==> src/rtl/gpio_bank_pkg.sv <==
package gpio_bank_pkg;

   localparam int CFG_W = 11;

   typedef struct packed {
      logic       ena;       // [10]
      logic       odrain;    // [9]
      logic       pol;       // [8]
      logic       both_edge; // [7]
      logic [1:0] pull;      // [6:5]
      logic       dir_in;    // [4]
      logic [3:0] func;      // [3:0]
   } pin_cfg_t;

   localparam logic [1:0] PULL_DN = 2'b01;
   localparam logic [1:0] PULL_UP = 2'b10;

   localparam pin_cfg_t CFG_RESET = '{ena: 1'b1, odrain: 1'b0, pol: 1'b1,
                                      both_edge: 1'b0, pull: PULL_DN,
                                      dir_in: 1'b1, func: 4'h0};

endpackage

==> src/rtl/gpio_debounce.sv <==
module gpio_debounce #(
   parameter int DB_LEN      = 4,
   parameter int SYNC_STAGES = 2
) (
   input  logic clk,
   input  logic rst_n,
   input  logic tick,
   input  logic raw,
   output logic level
);
   localparam int CNT_W = (DB_LEN > 1) ? $clog2(DB_LEN) : 1;

   if (DB_LEN < 2) begin : g_bad_len
      $error("gpio_debounce: DB_LEN must be at least 2");
   end

   logic sample;

   if (SYNC_STAGES == 0) begin : g_nosync
      assign sample = raw;
   end else begin : g_sync
      logic [SYNC_STAGES-1:0] sync_q;
      always_ff @(posedge clk or negedge rst_n) begin
         if (!rst_n) sync_q <= '0;
         else        sync_q <= {sync_q[SYNC_STAGES-2+1-1:0], raw} >> 0;
      end
      assign sample = sync_q[SYNC_STAGES-1];
   end

   logic [CNT_W-1:0] cnt_q;
   logic             lvl_q;

   always_ff @(posedge clk or negedge rst_n) begin
      if (!rst_n) begin
         cnt_q <= '0;
         lvl_q <= 1'b0;
      end else if (tick) begin
         if (sample == lvl_q) begin
            cnt_q <= '0;
         end else if (cnt_q == CNT_W'(DB_LEN - 1)) begin
            cnt_q <= '0;
            lvl_q <= sample;
         end else begin
            cnt_q <= cnt_q + 1'b1;
         end
      end
   end

   assign level = lvl_q;

   AST_DB_TICK_ONLY: assert property (@(posedge clk) disable iff (!rst_n)
      !tick |=> $stable(lvl_q));

endmodule

==> src/rtl/gpio_pin_drive.sv <==
module gpio_pin_drive
   import gpio_bank_pkg::*;
(
   input  pin_cfg_t cfg,
   input  logic     lvl,
   output logic     pad_out,
   output logic     pad_oe,
   output logic     pad_pu,
   output logic     pad_pd
);
   logic target;
   logic active;

   always_comb begin
      target  = lvl ^ ~cfg.pol;
      active  = cfg.ena && !cfg.dir_in && (cfg.func == 4'h0);
      pad_out = active && !cfg.odrain && target;
      pad_oe  = active && (!cfg.odrain || !target);
      pad_pu  = (cfg.pull == PULL_UP);
      pad_pd  = (cfg.pull == PULL_DN);
   end

endmodule

==> src/rtl/gpio_edge_irq.sv <==
module gpio_edge_irq (
   input  logic clk,
   input  logic rst_n,
   input  logic level,
   input  logic both_edge,
   input  logic pol,
   input  logic clr,
   output logic sts
);
   logic prev_q;
   logic sts_q;
   logic rise;
   logic fall;
   logic fire;

   always_comb begin
      rise = level && !prev_q;
      fall = !level && prev_q;
      fire = both_edge ? (rise || fall) : (pol ? rise : fall);
   end

   always_ff @(posedge clk or negedge rst_n) begin
      if (!rst_n) begin
         prev_q <= 1'b0;
         sts_q  <= 1'b0;
      end else begin
         prev_q <= level;
         if (fire)     sts_q <= 1'b1;
         else if (clr) sts_q <= 1'b0;
      end
   end

   assign sts = sts_q;

   AST_STS_STICKY: assert property (@(posedge clk) disable iff (!rst_n)
      (sts_q && !clr) |=> sts_q);

endmodule

==> src/rtl/gpio_bank.sv <==
module gpio_bank
   import gpio_bank_pkg::*;
#(
   parameter int NUM_PINS    = 12,
   parameter int DATA_W      = 16,
   parameter int DB_LEN      = 4,
   parameter int SYNC_STAGES = 2,
   localparam int ADDR_W     = $clog2(NUM_PINS + 2)
) (
   input  logic                clk,
   input  logic                rst_n,
   input  logic                sample_tick,
   input  logic                reg_wr,
   input  logic [ADDR_W-1:0]   reg_addr,
   input  logic [DATA_W-1:0]   reg_wdata,
   output logic [DATA_W-1:0]   reg_rdata,
   input  logic [NUM_PINS-1:0] pad_in,
   output logic [NUM_PINS-1:0] pad_out,
   output logic [NUM_PINS-1:0] pad_oe,
   output logic [NUM_PINS-1:0] pad_pu,
   output logic [NUM_PINS-1:0] pad_pd,
   output logic                irq
);
   localparam logic [ADDR_W-1:0] LVL_ADDR = ADDR_W'(NUM_PINS);
   localparam logic [ADDR_W-1:0] STS_ADDR = ADDR_W'(NUM_PINS + 1);

   if (NUM_PINS < 1 || NUM_PINS > DATA_W) begin : g_bad_pins
      $error("gpio_bank: NUM_PINS must be 1..DATA_W");
   end
   if (DATA_W < CFG_W) begin : g_bad_width
      $error("gpio_bank: DATA_W too narrow for a configuration word");
   end

   pin_cfg_t            cfg_q [NUM_PINS];
   logic [NUM_PINS-1:0] out_lvl_q;
   logic [NUM_PINS-1:0] db_lvl;
   logic [NUM_PINS-1:0] rd_lvl;
   logic [NUM_PINS-1:0] sts;
   logic [NUM_PINS-1:0] clr;

   always_ff @(posedge clk or negedge rst_n) begin
      if (!rst_n) begin
         for (int i = 0; i < NUM_PINS; i++) cfg_q[i] <= CFG_RESET;
         out_lvl_q <= '0;
      end else if (reg_wr) begin
         for (int i = 0; i < NUM_PINS; i++) begin
            if (reg_addr == ADDR_W'(i)) cfg_q[i] <= pin_cfg_t'(reg_wdata[CFG_W-1:0]);
         end
         if (reg_addr == LVL_ADDR) out_lvl_q <= reg_wdata[NUM_PINS-1:0];
      end
   end

   for (genvar p = 0; p < NUM_PINS; p++) begin : g_pin
      gpio_debounce #(.DB_LEN(DB_LEN), .SYNC_STAGES(SYNC_STAGES)) u_db (
         .clk   (clk),
         .rst_n (rst_n),
         .tick  (sample_tick),
         .raw   (pad_in[p]),
         .level (db_lvl[p])
      );

      gpio_pin_drive u_drv (
         .cfg     (cfg_q[p]),
         .lvl     (out_lvl_q[p]),
         .pad_out (pad_out[p]),
         .pad_oe  (pad_oe[p]),
         .pad_pu  (pad_pu[p]),
         .pad_pd  (pad_pd[p])
      );

      assign clr[p]    = reg_wr && (reg_addr == STS_ADDR) && reg_wdata[p];
      assign rd_lvl[p] = cfg_q[p].ena && (db_lvl[p] ^ ~cfg_q[p].pol);

      gpio_edge_irq u_irq (
         .clk       (clk),
         .rst_n     (rst_n),
         .level     (db_lvl[p]),
         .both_edge (cfg_q[p].both_edge),
         .pol       (cfg_q[p].pol),
         .clr       (clr[p]),
         .sts       (sts[p])
      );

      AST_INPUT_UNDRIVEN: assert property (@(posedge clk) disable iff (!rst_n)
         (cfg_q[p].dir_in || cfg_q[p].func != 4'h0) |-> !pad_oe[p]);
      AST_OD_NEVER_HIGH: assert property (@(posedge clk) disable iff (!rst_n)
         (cfg_q[p].odrain && pad_oe[p]) |-> !pad_out[p]);
      AST_PULL_EXCLUSIVE: assert property (@(posedge clk) disable iff (!rst_n)
         !(pad_pu[p] && pad_pd[p]));
      AST_TRISTATE_OFF: assert property (@(posedge clk) disable iff (!rst_n)
         !cfg_q[p].ena |-> (!pad_oe[p] && !rd_lvl[p]));
   end

   assign irq = |sts;

   always_comb begin
      reg_rdata = '0;
      for (int i = 0; i < NUM_PINS; i++) begin
         if (reg_addr == ADDR_W'(i)) reg_rdata = DATA_W'(cfg_q[i]);
      end
      if (reg_addr == LVL_ADDR) reg_rdata = DATA_W'(rd_lvl);
      if (reg_addr == STS_ADDR) reg_rdata = DATA_W'(sts);
   end

endmodule

==> config.mk <==
export PLATFORM = sky130hd
export DESIGN_NAME = gpio_bank
export DESIGN_NICKNAME = d
export VERILOG_FILES = /design/src/rtl/gpio_bank_pkg.sv /design/src/rtl/gpio_debounce.sv /design/src/rtl/gpio_pin_drive.sv /design/src/rtl/gpio_edge_irq.sv /design/src/rtl/gpio_bank.sv
export SDC_FILE = /design/constraint.sdc
export NUM_CORES = 1
export LEC_CHECK = 0
export BUFFER_PORTS_ARGS = -buffer_cell sky130_fd_sc_hd__buf_4
export CORE_ASPECT_RATIO = 0.8
export CORE_MARGIN = 4
export CORE_UTILIZATION = 60
export CTS_CLUSTER_DIAMETER = 80
export DETAILED_ROUTE_END_ITERATION = 8
export PLACE_DENSITY_LB_ADDON = 0.1
export SETUP_SLACK_MARGIN = 0.15
export SYNTH_ARGS = -nofsm -noshare
export SYNTH_HDL_FRONTEND = slang
export SYNTH_SLANG_ARGS = --single-unit
==> constraint.sdc <==
create_clock -name clk -period 1.75 [get_ports clk]
set_input_delay 0.0875 -clock clk [delete_from_list [all_inputs] [get_ports clk]]
set_output_delay 0.0875 -clock clk [all_outputs]
set_load 0.02 [all_outputs]
# Word-level counts from Yosys, hierarchy flattened
# Index checks and enable logic that the tools add are counted.
# word_totals
output_inout_bits,65
reg_bits,228
word_cells,596
input_bits,36
# op_classes
bitwise_logic,48
n_addsub,12
n_eq_ne,61
n_mux,86
reduce_logical,244
# ops
cell,count
$mux 16,13
$logic_and 1x1->1,109
$logic_not 1->1,60
$logic_not 4->1,13
$eq 2x2->1 const B,24
$mux 1,48
$mux 2,24
$reduce_and 3->1,12
$reduce_and 2->1,13
$add 2x1->2 const B,12
$eq 2x1->1 const B,12
$eq 4x4->1 const B,6
$logic_or 1x1->1,24
$not 1->1,24
$reduce_bool 2->1,12
$xor 1x1->1,24
$eq 4x3->1 const B,4
$eq 1x1->1,12
$reduce_or 12->1,1
$mux 11,1
$eq 4x2->1 const B,2
$eq 4x1->1 const B,1

# Logic depth before layout (Yosys ltp)
# logic_depth
depth_word,15
mapped_depth,8
depth_no_buf,6

# Modules after synthesis
# From an unflattened synthesis, not the netlist that was laid out.
# unflattened
cells_unflattened,1041
hier_area_um2,12040.3
# modules_own_cells
module,area_each_um2,cells_each,seq_area_each_um2,n_inst
gpio_bank,7626.1,657,3663.5,1
gpio_debounce,193.9,15,125.1,12
gpio_edge_irq,111.4,10,50.0,12
gpio_pin_drive,62.6,7,0.0,12

# Worst setup path after synthesis
# Ideal clock, no wire load.
# synth_path
path_type,reg2out
start,reg cfg_q[129] (netlist bit)
end,out reg_rdata[0]
path_stages_with_launch,6
n_path_buf,0
setup_slack_ps,41
t_arrival_ps,1621
t_required_ps,1662
cell_sequence,dfstp_2 > xnor2_1 > nand2_1 > o21ai_0 > o221ai_1 > a221oi_1
# synth_via
elab_chain_len,5
# synth_lines
element,line,source
"start, declared",gpio_bank.sv:34,pin_cfg_t cfg_q [NUM_PINS];
"start signal, assigned by index",gpio_bank.sv:47,if (reg_addr == ADDR_W'(i)) cfg_q[i] <= pin_cfg_t'(reg_wdata[CFG_W-1:0]);
$not 1->1,gpio_bank.sv:72,assign rd_lvl[p] = cfg_q[p].ena && (db_lvl[p] ^ ~cfg_q[p].pol);
$xor 1x1->1,gpio_bank.sv:72,
$logic_and 1x1->1,gpio_bank.sv:72,
$mux 16,gpio_bank.sv:101,if (reg_addr == LVL_ADDR) reg_rdata = DATA_W'(rd_lvl);
$mux 16,gpio_bank.sv:102,if (reg_addr == STS_ADDR) reg_rdata = DATA_W'(sts);
"end, declared",gpio_bank.sv:16,"output logic [DATA_W-1:0] reg_rdata,"
# Every way passes these cells.

# Worst setup path after layout
# layout_path
start,reg cfg_q[128] (netlist bit)
end,out reg_rdata[7]
# layout_via
elab_chain_len,14
# layout_lines
element,line,source
$mux 11,gpio_bank.sv:99,if (reg_addr == ADDR_W'(i)) reg_rdata = DATA_W'(cfg_q[i]);
$mux 16 (11 in a row),gpio_bank.sv:99,
$mux 16,gpio_bank.sv:101,
$mux 16,gpio_bank.sv:102,
# Every way passes these cells.

==> impl_metrics.yaml <==
synth:
  synthTopCellsByArea: "dfrtp_1 37%, mux2_2 15%, dfstp_2 10%, ha_1 3.7%, buf_4 3.6%"
  synth-compound-area-share: 0.1089
  synth-adder-area-share: 0.03747
  synth.area.mux_share: 0.1624
  yosys.area.top_type_share: 0.3747
  ys.flop_type: "dfrtp_1"
  synth_most_common_cell: "dfrtp_1"
  synth.avg_cell_area_um2: 11.07
  synth-seq-area-share: 0.4797
  synth_xor_area_frac: 0.02623
  synthArstFlopShare: 1.000
  yosysUniqueCellTypes: 60
  syn-cell-area_um2: 12020
  postSynthCellCount: 1086
  yosys.area_share.simple: 0.1079
  synth_seq_cells: 228
  synth_commonest_cells: "180 x dfrtp_1, 158 x mux2_2, 87 x nand2_1, 57 x buf_4, 55 x inv_1"
  synth_top_family_by_area: "multiplexers"
  synth_edf_count: 0
  synth_warnings: 0
  synth_top_area_cell: "dfrtp_1"
placement:
  gp_congestion: 1.005
  placement.io_buffers: 92
  placed_cell_area_um2: 13320
  dp_hpwl_um: 23450
  dpl.cell_count: 1448
  post-place-ws_ps: -133.7
cts:
  cts_buffer_depth: 3
  clk_pin_slew_worst_paths_ps: 60
  cts_root_buffer: "clkbuf_16"
  h-tree-depth: 1
  cts_inserted_buffers: 23
  cts_tree: "built"
  cts_sinks: 228
  clk_latency_ps: 520
grt:
  grt_first_pass_wirelength_um: 53010
  grt_pass1_vias: 9246
  grt_overflow_total: 0
  antenna_found_initial: 0
  grt_usage: 0.3009
  grt_max_degree: 61
setup_path:
  worstSetupEndpointType: "output port"
  crit_chain: "or4b_4, nand3_2, a222oi_1, buf_4, a221oi_2, or3_4, buf_6"
  cp.required_ps: 1660
  arrival_ps: 2320
  worstPathMaxFanout: 2
  slowest_stage: "or3_4"
  crit_path_start_kind: "flop"
  max_stage_delay_ps: 400
  worstSetupPathType: "flop to output port"
  critPathBufInv: 2
  crit_family: "simple AND/OR/NAND/NOR gates"
detailed_routing:
  avgRoutedWirePerCell_um: 22.11
  wirelength_um: 34140
  drcViolationCount: 0
  vias_per_cell: 5.949
  drt_pass1_iterations: 5
  num_vias: 9185
  drt_iter0_drc: 820
  ant_nets: 0
finish:
  layout.nets: 1335
  n_antenna_cell: 0
  finalNonFillerCells: 1544
  final_util: 0.7746
  fillCellCount: 1306
  regArea_um2: 5777
  drive_above_1_share: 0.4586
  multi_input_area_um2: 5897
  postLayoutCellArea_um2: 15290
  areaGrowthSynthToFinish_pct: 27.21
floorplan:
  start_util: 0.6089
  dieArea_um2: 22380
  die_w_um: 166.2
  die_y_um: 134.6
  rows: 46
  io_pins: 101
  fp.coreArea_um2: 19740
timing:
  setup_ws_ps: -657.2
  slew_viol_final: 0
  fin_skew_ps: 8.063
  tightest_slew_ps: 513.7
  fin_tns_setup_ps: -8185
  final_hold_viol_count: 0
  max-slew-margin-rel: 0.6487
  setup_viol: 35
  max_freq_ghz: 0.4154
  post-route-period-util: 1.376
  rsz0062_at_grt: "true"
  period_needed_ps: 2407
  hold_slack_ps: 8.254
run:
  cap_violations: 0
power:
  ir_drop_uv: 817.7
  power_mw: 19.91
  leakage_nw: 6.606
  powerDensity_nw_per_um2: 1302
run_status:
  violations: "setup timing"
  status: "finished with violations"
hold_path:
  hold_class: "input pin to async pin"
[state kept, by name, indices dropped and copies added, names as in the netlist]
name / count
g_pin.u_irq.sts: 12
g_pin.u_db.cnt_q: 24
out_lvl_q: 12
g_pin.u_db.level: 12
g_pin.u_db.g_sync.sync_q: 24
cfg_q: 132
g_pin.u_irq.prev_q: 12
[power breakdown]
| part | total, mW | leakage, nW | switching, mW | internal [mW] |
|---|---|---|---|---|
| Combinational | 5.97 | 3.52 | 2.77 | 3.20 |
| Clock | 5.57 | 0.421 | 2.10 | 3.47 |
| Sequential | 8.36 | 2.67 | 1.53 | 6.83 |
[path summary, 6_finish.rpt]
| check | from | to | slack, ps | cells after the start |
|---|---|---|---|---|
| worst max-delay path | cfg_q[128]$_DFFE_PN0P_ | reg_rdata[7] | -660 | 7 |
| worst min-delay path | rst_n | cfg_q[45]$_DFFE_PN0P_ | 8 | 2 |
| worst max register to register | g_pin[5].u_db.level$_DFFE_PN0P_ | g_pin[5].u_irq.sts$_DFFE_PN0P_ | 230 | 7 |
| worst min register to register | g_pin[8].u_db.g_sync.sync_q[0]$_DFF_PN0_ | g_pin[8].u_db.g_sync.sync_q[1]$_DFF_PN0_ | 350 | 0 |
| max in group asynchronous | rst_n | cfg_q[30]$_DFFE_PN1P_ | 1010 | 3 |
| min in group clk | reg_wdata[3] | g_pin[3].u_irq.sts$_DFFE_PN0P_ | 20 | 3 |
[placed cells by master (no fill, tap or decap), types with 8 or more instances in the layout]
| cell | Yosys | routed |
|---|---|---|
| a21oi_2 | 0 | 12 |
| inv_1 | 55 | 53 |
| nand2_1 | 87 | 83 |
| nand2b_1 | 8 | 8 |
| nor3b_2 | 1 | 12 |
| ha_1 | 36 | 36 |
| a21oi_1 | 39 | 26 |
| nor2_1 | 36 | 36 |
| o21ai_0 | 38 | 28 |
| a211oi_1 | 13 | 12 |
| mux2_2 | 158 | 158 |
| dfrtp_2 | 0 | 9 |
| dfstp_2 | 48 | 48 |
| dfrtp_1 | 180 | 171 |
| clkbuf_16 | 0 | 23 |
| buf_4 | 57 | 208 |
| nand3_1 | 12 | 10 |
| dlygate4sd3_1 | 0 | 24 |
| nand3b_1 | 11 | 11 |
| nor4_4 | 0 | 10 |
| a21o_1 | 13 | 13 |
| xnor2_1 | 36 | 29 |
| nor2b_1 | 44 | 44 |
| o22ai_1 | 31 | 30 |
| buf_6 | 4 | 23 |
[final cells by class]
| cell class | count | area share |
|---|---|---|
| clock inverter | 12 | 0.01416 |
| inverter | 56 | 0.01391 |
| tap | 264 | 0.02160 |
| multi-input combinational | 691 | 0.3856 |
| clock buffer | 30 | 0.04198 |
| timing repair buffer | 263 | 0.1449 |
| sequential | 228 | 0.3778 |
[routing by layer]
layer,global-route usage,wire length [um]
met3,0.05326,2320
met1,0.4293,14940
met2,0.4789,15980
met5,0,0
met4,0.09223,898
[kinds of logic (layout without fill, tap and decap cells)]
kind of cell / after synthesis / in the layout
adders and majority gates: 36 / 36
AOI/OAI and AO/OA: 197 / 197
and+or+nand+nor: 249 / 249
xor gates and xnor gates: 36 / 36
muxes: 169 / 169
other: 1 / 4
buffers and inverters: 170 / 361
DFF: 228 / 228
[timing repair]
action                                  CTS  global route
pin swaps                                46            18
endpoints found under the setup margin   37            38
buffers inserted                         17            13
gates resized for setup                 101            40
cloned                                    0             0
hold buffers                             24             0
endpoints found under the hold margin   311             0
Note: power is estimated with default switching activity, not from simulation.
